[config.mk]
export PLATFORM = sky130hd
export DESIGN_NAME = power_mode_ctrl
export DESIGN_NICKNAME = d
export VERILOG_FILES = /design/src/rtl/pmc_pkg.sv /design/src/rtl/pmc_fsm.sv /design/src/rtl/pmc_lfclk.sv /design/src/rtl/pmc_decode.sv /design/src/rtl/power_mode_ctrl.sv
export SDC_FILE = /design/constraint.sdc
export NUM_CORES = 1
export LEC_CHECK = 0
export BUFFER_PORTS_ARGS = -buffer_cell sky130_fd_sc_hd__buf_2
export CAP_MARGIN = 15
export CELL_PAD_IN_SITES_DETAIL_PLACEMENT = 0
export CELL_PAD_IN_SITES_GLOBAL_PLACEMENT = 1
export CORE_ASPECT_RATIO = 0.9
export CORE_MARGIN = 3
export CORE_UTILIZATION = 39
export DETAILED_ROUTE_END_ITERATION = 12
export PLACE_DENSITY = 0.87
export SLEW_MARGIN = 15
export SYNTH_ARGS = -nofsm -noshare
export SYNTH_HDL_FRONTEND = slang
export SYNTH_SLANG_ARGS = --single-unit
[constraint.sdc]
create_clock -name clk -period 1.7 [get_ports clk]
set_input_delay 0.17 -clock clk [delete_from_list [all_inputs] [get_ports clk]]
set_output_delay 0.17 -clock clk [all_outputs]
set_load 0.02 [all_outputs]
[src/rtl/pmc_pkg.sv]
package pmc_pkg;

    typedef enum logic [2:0] {
        PM_OFF   = 3'd0,
        PM_IDLE  = 3'd1,
        PM_SLEEP = 3'd2,
        PM_TX    = 3'd3,
        PM_RX    = 3'd4
    } pmode_t;

    typedef struct packed {
        logic cfg_rst;
        logic osc;
        logic synth;
        logic txp;
        logic rxp;
        logic pa;
        logic sync;
        logic oe;
        logic refclk;
    } pm_ctl_t;

    function automatic pmode_t pm_next(pmode_t cur, logic pwr, logic osc,
                                       logic tx, logic rx);
        pmode_t n;
        n = cur;
        if (!pwr) begin
            n = PM_OFF;
        end else begin
            case (cur)
                PM_OFF:   n = PM_IDLE;
                PM_IDLE: begin
                    if (!osc)            n = PM_SLEEP;
                    else if (tx && !rx)  n = PM_TX;
                    else if (rx && !tx)  n = PM_RX;
                    else                 n = PM_IDLE;
                end
                PM_SLEEP: n = osc ? PM_IDLE : PM_SLEEP;
                PM_TX: begin
                    if (!osc)            n = PM_SLEEP;
                    else if (!tx || rx)  n = PM_IDLE;
                    else                 n = PM_TX;
                end
                PM_RX: begin
                    if (!osc)            n = PM_SLEEP;
                    else if (!rx || tx)  n = PM_IDLE;
                    else                 n = PM_RX;
                end
                default:  n = PM_OFF;
            endcase
        end
        return n;
    endfunction

    function automatic int unsigned pm_max(int unsigned a, int unsigned b);
        return (a > b) ? a : b;
    endfunction

endpackage

[src/rtl/pmc_fsm.sv]
module pmc_fsm
    import pmc_pkg::*;
(
    input  logic   clk,
    input  logic   rst,
    input  logic   pwr_req,
    input  logic   osc_en,
    input  logic   tx_en,
    input  logic   rx_en,
    output pmode_t state,
    output logic   held_tx,
    output logic   held_rx
);

    pmode_t nxt;

    always_comb begin
        nxt = pm_next(state, pwr_req, osc_en, tx_en, rx_en);
    end

    always_ff @(posedge clk) begin
        if (rst) begin
            state   <= PM_OFF;
            held_tx <= 1'b0;
            held_rx <= 1'b0;
        end else begin
            state <= nxt;
            if (nxt == PM_SLEEP && state != PM_SLEEP) begin
                held_tx <= (state == PM_TX);
                held_rx <= (state == PM_RX);
            end else if (nxt != PM_SLEEP) begin
                held_tx <= 1'b0;
                held_rx <= 1'b0;
            end
        end
    end

    a_r2_drop_to_off: assert property (@(posedge clk) disable iff (rst)
        !pwr_req |=> state == PM_OFF);

    a_r2_leave_off: assert property (@(posedge clk) disable iff (rst)
        (state == PM_OFF && pwr_req) |=> state == PM_IDLE);

    a_r4_idle_to_sleep: assert property (@(posedge clk) disable iff (rst)
        (state == PM_IDLE && pwr_req && !osc_en) |=> state == PM_SLEEP);

    a_r5_both_stay_idle: assert property (@(posedge clk) disable iff (rst)
        (state == PM_IDLE && pwr_req && osc_en && tx_en && rx_en) |=> state == PM_IDLE);

    a_r8_keep_tx_path: assert property (@(posedge clk) disable iff (rst)
        (state == PM_TX && pwr_req && !osc_en) |=> (held_tx && !held_rx));

endmodule

[src/rtl/pmc_lfclk.sv]
module pmc_lfclk
    import pmc_pkg::*;
#(
    parameter int unsigned LF_HALF_FAST = 203,
    parameter int unsigned LF_HALF_SLOW = 2031
) (
    input  logic clk,
    input  logic rst,
    input  logic run,
    input  logic sel,
    output logic lf_clk
);

    localparam int unsigned HMAX = pm_max(LF_HALF_FAST, LF_HALF_SLOW);
    localparam int unsigned CW   = (HMAX > 1) ? $clog2(HMAX) : 1;

    localparam logic [CW-1:0] LIM_FAST = CW'(LF_HALF_FAST - 1);
    localparam logic [CW-1:0] LIM_SLOW = CW'(LF_HALF_SLOW - 1);

    logic [CW-1:0] cnt;
    logic [CW-1:0] lim;

    always_comb begin
        lim = sel ? LIM_SLOW : LIM_FAST;
    end

    always_ff @(posedge clk) begin
        if (rst || !run) begin
            cnt    <= '0;
            lf_clk <= 1'b0;
        end else if (cnt >= lim) begin
            cnt    <= '0;
            lf_clk <= ~lf_clk;
        end else begin
            cnt <= cnt + 1'b1;
        end
    end

    a_r9_quiet_when_awake: assert property (@(posedge clk) disable iff (rst)
        !run |=> !lf_clk);

    a_r9_toggle_at_limit: assert property (@(posedge clk) disable iff (rst)
        (run && cnt < lim) |=> $stable(lf_clk));

endmodule

[src/rtl/pmc_decode.sv]
module pmc_decode
    import pmc_pkg::*;
(
    input  pmode_t  state,
    input  logic    held_tx,
    input  logic    held_rx,
    input  logic    pkt_strobe,
    input  logic    osc_en,
    output pm_ctl_t ctl
);

    always_comb begin
        ctl         = '0;
        ctl.cfg_rst = (state == PM_OFF);
        ctl.refclk  = (state != PM_OFF) && osc_en;
        unique case (state)
            PM_IDLE: ctl.osc = 1'b1;
            PM_SLEEP: begin
                ctl.txp = held_tx;
                ctl.rxp = held_rx;
            end
            PM_TX: begin
                ctl.osc   = 1'b1;
                ctl.synth = 1'b1;
                ctl.txp   = 1'b1;
                ctl.pa    = pkt_strobe;
            end
            PM_RX: begin
                ctl.osc   = 1'b1;
                ctl.synth = 1'b1;
                ctl.rxp   = 1'b1;
                ctl.sync  = pkt_strobe;
                ctl.oe    = 1'b1;
            end
            default: ctl.cfg_rst = 1'b1;
        endcase
    end

    always_comb begin
        a_r6_r7_paths_exclusive: assert (!(ctl.txp && ctl.rxp));
    end

endmodule

[src/rtl/power_mode_ctrl.sv]
module power_mode_ctrl
    import pmc_pkg::*;
#(
    parameter int unsigned LF_HALF_FAST = 203,
    parameter int unsigned LF_HALF_SLOW = 2031
) (
    input  logic       clk,
    input  logic       rst,
    input  logic       pwr_req_i,
    input  logic       osc_en_i,
    input  logic       pkt_strobe_i,
    input  logic       tx_en_i,
    input  logic       rx_en_i,
    input  logic       lf_sel_i,
    output logic [2:0] mode_o,
    output logic       cfg_rst_o,
    output logic       osc_pwr_o,
    output logic       synth_pwr_o,
    output logic       tx_pwr_o,
    output logic       rx_pwr_o,
    output logic       pa_on_o,
    output logic       sync_det_o,
    output logic       data_oe_o,
    output logic       ref_clk_en_o,
    output logic       lf_clk_o
);

    pmode_t  state;
    logic    held_tx;
    logic    held_rx;
    pm_ctl_t ctl;

    pmc_fsm u_fsm (
        .clk     (clk),
        .rst     (rst),
        .pwr_req (pwr_req_i),
        .osc_en  (osc_en_i),
        .tx_en   (tx_en_i),
        .rx_en   (rx_en_i),
        .state   (state),
        .held_tx (held_tx),
        .held_rx (held_rx)
    );

    pmc_decode u_dec (
        .state      (state),
        .held_tx    (held_tx),
        .held_rx    (held_rx),
        .pkt_strobe (pkt_strobe_i),
        .osc_en     (osc_en_i),
        .ctl        (ctl)
    );

    pmc_lfclk #(
        .LF_HALF_FAST (LF_HALF_FAST),
        .LF_HALF_SLOW (LF_HALF_SLOW)
    ) u_lf (
        .clk    (clk),
        .rst    (rst),
        .run    (state == PM_SLEEP),
        .sel    (lf_sel_i),
        .lf_clk (lf_clk_o)
    );

    assign mode_o       = state;
    assign cfg_rst_o    = ctl.cfg_rst;
    assign osc_pwr_o    = ctl.osc;
    assign synth_pwr_o  = ctl.synth;
    assign tx_pwr_o     = ctl.txp;
    assign rx_pwr_o     = ctl.rxp;
    assign pa_on_o      = ctl.pa;
    assign sync_det_o   = ctl.sync;
    assign data_oe_o    = ctl.oe;
    assign ref_clk_en_o = ctl.refclk;

    a_r7_drive_only_rx: assert property (@(posedge clk) disable iff (rst)
        data_oe_o |-> (state == PM_RX && !tx_pwr_o));

    a_r1_off_holds_reset: assert property (@(posedge clk) disable iff (rst)
        (state == PM_OFF) |-> (cfg_rst_o && !osc_pwr_o && !ref_clk_en_o));

endmodule

* Word level (Yosys, flattened, before mapping) *
Index checks and enable logic that the tools add are counted.

word-level totals
  register bits = 17
  input port bits = 8
  output and inout bits = 13
  logic and storage cells = 53

operators by class
  $add $sub $neg = 1
  magnitude comparators = 1
  eq/ne operators = 7
  mux-type cells = 21
  bitwise logic cells = 1
  reductions and logical operators = 17

operators with widths
  operator                                             number
  two-way mux 3 bit                                    7
  one-hot mux 3 bit (5 select lines)                   1
  adder 11 x 1 -> 11 bit, second input constant        1
  >= comparator 11 bit                                 1
  two-way mux 11 bit                                   1
  equality test 3 x 2 -> 1 bit, second input constant  3
  two-way mux 1 bit                                    7
  two-way mux 2 bit                                    3
  != test 3 x 2 -> 1 bit, second input constant        2
  logical AND 1 bit                                    4
  one-hot mux 1 bit (2 select lines)                   2
  OR reduction 2 bit                                   2
  OR reduction 4 bit                                   1
  equality test 3 x 1 -> 1 bit, second input constant  1
  equality test 3 bit, second input constant           1
  logical NOT 1 bit                                    3
  logical NOT 3 bit                                    1
  logical OR 1 bit                                     3
  nonzero test 3 bit                                   1
  OR reduction 3 bit                                   1
  nonzero test 2 bit                                   1
  inverter 1 bit                                       1

* Logic depth before layout (Yosys ltp) *
  depth in word-level cells = 10
  mapped depth = 7
  mapped depth without buffers = 6

* By module *
From an unflattened synthesis, not the netlist that was laid out.

unflattened totals
  cell total of the unflattened synthesis = 116
  area, all modules = 987.2 um^2

by module, submodules not included
  module           times used  cells each  area each (um^2)
  pmc_lfclk        1           75          658.1
  pmc_fsm          1           24          225.2
  pmc_decode       1           16          91.3
  power_mode_ctrl  1           1           12.5

* Least setup slack after synthesis *
Ideal clock, no wire load.

  path type = reg2reg
  start point = reg u_fsm.state[0]
  end point = reg u_fsm.state[2]
  data arrival time = 1371 ps
  setup slack = 237 ps
  cell stages (with the launch flop) = 5
  path buffers = 1
  period minus slack after synthesis = 1463 ps
  path through = dfxtp_1 buf_2 inv_2 o21ai_1 nor4bb_1

on the way
  longest elaborated chain between the ends = 3

RTL lines
  what                                               line           text
  start, declared                                    pmc_fsm.sv:10  output pmode_t state,
  start signal, assigned                             pmc_fsm.sv:27  state <= nxt;
  equality test 3 bit, or another cell as far along  pmc_pkg.sv:30  case (cur)
  one-hot mux 3 bit (5 select lines) (*)             pmc_pkg.sv:30
  two-way mux 3 bit (*)                              pmc_pkg.sv:27  if (!pwr) begin

Every way passes the cells marked *; elsewhere a longest branch is shown, timed or not.
A chain may end at the register's enable or synchronous reset.

* Final worst setup path *
  start point = reg u_fsm.state[2]
  end point = out rx_pwr_o

on the way
  longest elaborated chain between the ends = 2

RTL lines
  what                                                                 line                   text
  equality test 3 bit or equality test 3 x 2 -> 1 bit (tied branches)  pmc_decode.sv:16       unique case (state)
  one-hot mux 1 bit (2 select lines) (*)                               pmc_decode.sv:16
  end, declared                                                        power_mode_ctrl.sv:20  output logic rx_pwr_o,

Marks and branches as above.

==> metrics.txt <==
post_cts resized=0; core area=2320 µm²; Pre-antenna DRT Iters=4; H-tree depth=1; Syn Std Cell Area=1010 µm²; synthesis-to-finish area growth=16.6%; CTS tree=built; Compound-Gate Fraction of Synth Area=10.7%; most common cell after layout, fill and taps aside=buf_2; Tcrit/Tclk final=91.0%; placed cell area=1150 µm²; Cell Chain, Critical Path=and2b_1 > nand2_1 > a21oi_1 > buf_2; vias per cell=5.27; Netlist cell types=35; max incr delay on CP=0.39 ns; root buf cell=clkbuf_4; Async S/R FF share, synth=0%; layout cell share with drive strength beyond 1=23.6%; Net Sw Frac=24.0%; TNS Setup=0 ns; CP Class=reg2out; # DRC=0; Logic pwr share=9.7%; Post-Place Cells=167; Core Util, Final=51.0%; Fillers=240; vias in the first global route=784; post-synthesis simple-gate area fraction=32.4%; Post-Synth XOR/XNOR Area=8.63%; Post-Synth Adder-Cell Area=8.63%; largest family of logic cells by synthesized area=simple AND/OR/NAND/NOR gates; Worst Path Required=1.53 ns; unrepaired setup endpoints after global routing=no; pin count of the biggest net entering global routing=15; post-synthesis mux area share=0.986%; number of buffers created by CTS=3; routability cong.=0.761; Worst Slack Setup Final=0.153 ns; slowest CP cell=dfxtp_2; WHS=0.197 ns; total power=0.684 mW; slew at the pin closest to its max-slew limit=0.309 ns; synthesized netlist net count=136; Clock power frac=30.5%; share of power burned in registers=59.8%; final setup violating endpoints=0; Post-DRT Antenna Nets=0; final instance area=1180 µm²; Clock transition at path regs=0.09 ns; Initial DRC Count=14; Die Y=54.4 µm; CP startpoint kind=register; Post-CTS Hold Fix Bufs=0; Inserted Diodes=0; insertion delay to the later sink of the worst-skew pair=0.29 ns; # port buffers=20; DP Worst Slack=0.191 ns; Int Power=0.520 mW; total wire length=2060 µm; Setup crit end kind=output port; Via Count=901; Buf/Inv on CP=1; Synth Instances=121; WL per Instance=12.0 µm; crit-path max FO=13; commonest non-fill, non-tap cells in the layout=20 x buf_2, 14 x nor2_1, 14 x dfxtp_1, 9 x nand2_1, 7 x ha_1; leak pwr=0.529 nW; Post-CTS Repair Setup Buffers=0; Highest Clock Rate=0.646 GHz; Hold Path Class=in2reg; Top Ports=21; number of synthesized flops with an enable pin=0; Layout Skew=0.00695 ns; Nets=160; power density cells=578 nW/µm²; full die area=3250 µm²; FP Rows=16; Overflow after GRT=0; total track usage=14.8%; CTS Buffer Depth=2; antenna violations before repair=0; Die X=59.8 µm; first-pass GRT wire length=3540 µm; sequential share of the synthesized area=33.5%; Psw=0.164 mW; run status=finished, final reports clean; max_slew headroom=79.3%; Starting Density=43.7%; post-DP HPWL=1660 µm; MaxCap Viol Count=0; arrival time at the worst endpoint=1.38 ns; ys flop type=dfxtp_1; yosys warns=0; max-slew violation count=0; Avg Cell Area, Syn=8.39 µm²; CTS Sinks=17; final non-filler cell total=171; Peak VDD IR=0.000368 V; Fin. Hold Viols=0; cell family with most CP delay=flip-flops; #FFs+latches synth=17; min cycle time layout=1.55 ns
==> worst register-to-register path, stage by stage (launching register included) <==
cell	delay, ns
dfxtp_1	0.35
ha_1	0.31
and3_1	0.18
nand3_1	0.10
o211ai_1	0.19
buf_4	0.20
nor2_1	0.06
==> per-layer routing <==
metal | up-vias | wire length (µm) | track usage [%]
met3 | 2 | 72 | 4.95
met5 | - | 0 | 0
met2 | 14 | 844 | 20.9
met4 | 0 | 30 | 5.54
li1 | 474 | - | -
met1 | 411 | 1110 | 20.7
==> Yosys cell counts, types with 4 or more instances <==
cell | instances | area, µm²
a21oi_1 | 6 | 30.0
buf_2 | 5 | 25.0
nand3_1 | 4 | 20.0
nand4_1 | 4 | 25.0
xnor2_1 | 5 | 43.8
ha_1 | 7 | 87.6
xor2_1 | 5 | 43.8
nor2_1 | 14 | 52.6
inv_1 | 6 | 22.5
and3_1 | 4 | 25.0
dfxtp_1 | 17 | 340
nand2_1 | 9 | 33.8
nor3_1 | 5 | 25.0
==> final timing paths <==
check                                     from              to  slack (ns)  depth (start not counted)
worst max-delay path            u_fsm.state[2]        rx_pwr_o        0.15                          4
worst min-delay path                 pwr_req_i  u_fsm.state[0]        0.20                          3
worst max register to register    u_lf.cnt[10]     u_lf.cnt[8]        0.20                          6
worst min register to register     u_lf.cnt[0]     u_lf.cnt[0]        0.48                          1
==> cell families (layout without fill, tap and decap cells) <==
kind of cell	after synthesis	count (layout)
mux	1	1
xor+xnor	10	10
fa+ha+maj	7	7
simple gates	57	57
buf+inv	12	35
compound gates	17	17
flops	17	17
==> registers in the layout, indices dropped and copies added, names as in the netlist <==
signal         cells
u_fsm.held_tx      1
u_lf.cnt          11
u_lf.lf_clk        1
u_fsm.state        3
u_fsm.held_rx      1
==> layout make-up <==
class	count	area [µm²]	area share, %
Sequential cell	17	344	29.1
Timing Repair Buffer	24	130	11.0
Tap cell	27	33.8	2.85
Inverter	7	26.3	2.22
Clock buffer	4	26.3	2.22
Multi-Input combinational cell	92	623	52.6
==> power by group through the flow <==
stage               clock network [mW]  registers [mW]  logic (mW)
floorplan                            0           0.415      0.0431
global placement                     0           0.418      0.0646
detailed placement                   0           0.418      0.0665
CTS                              0.218           0.408      0.0668
global route                     0.239           0.411      0.0738
finish                           0.209           0.409      0.0665
No activity file was read; power rests on OpenSTA's default activity.
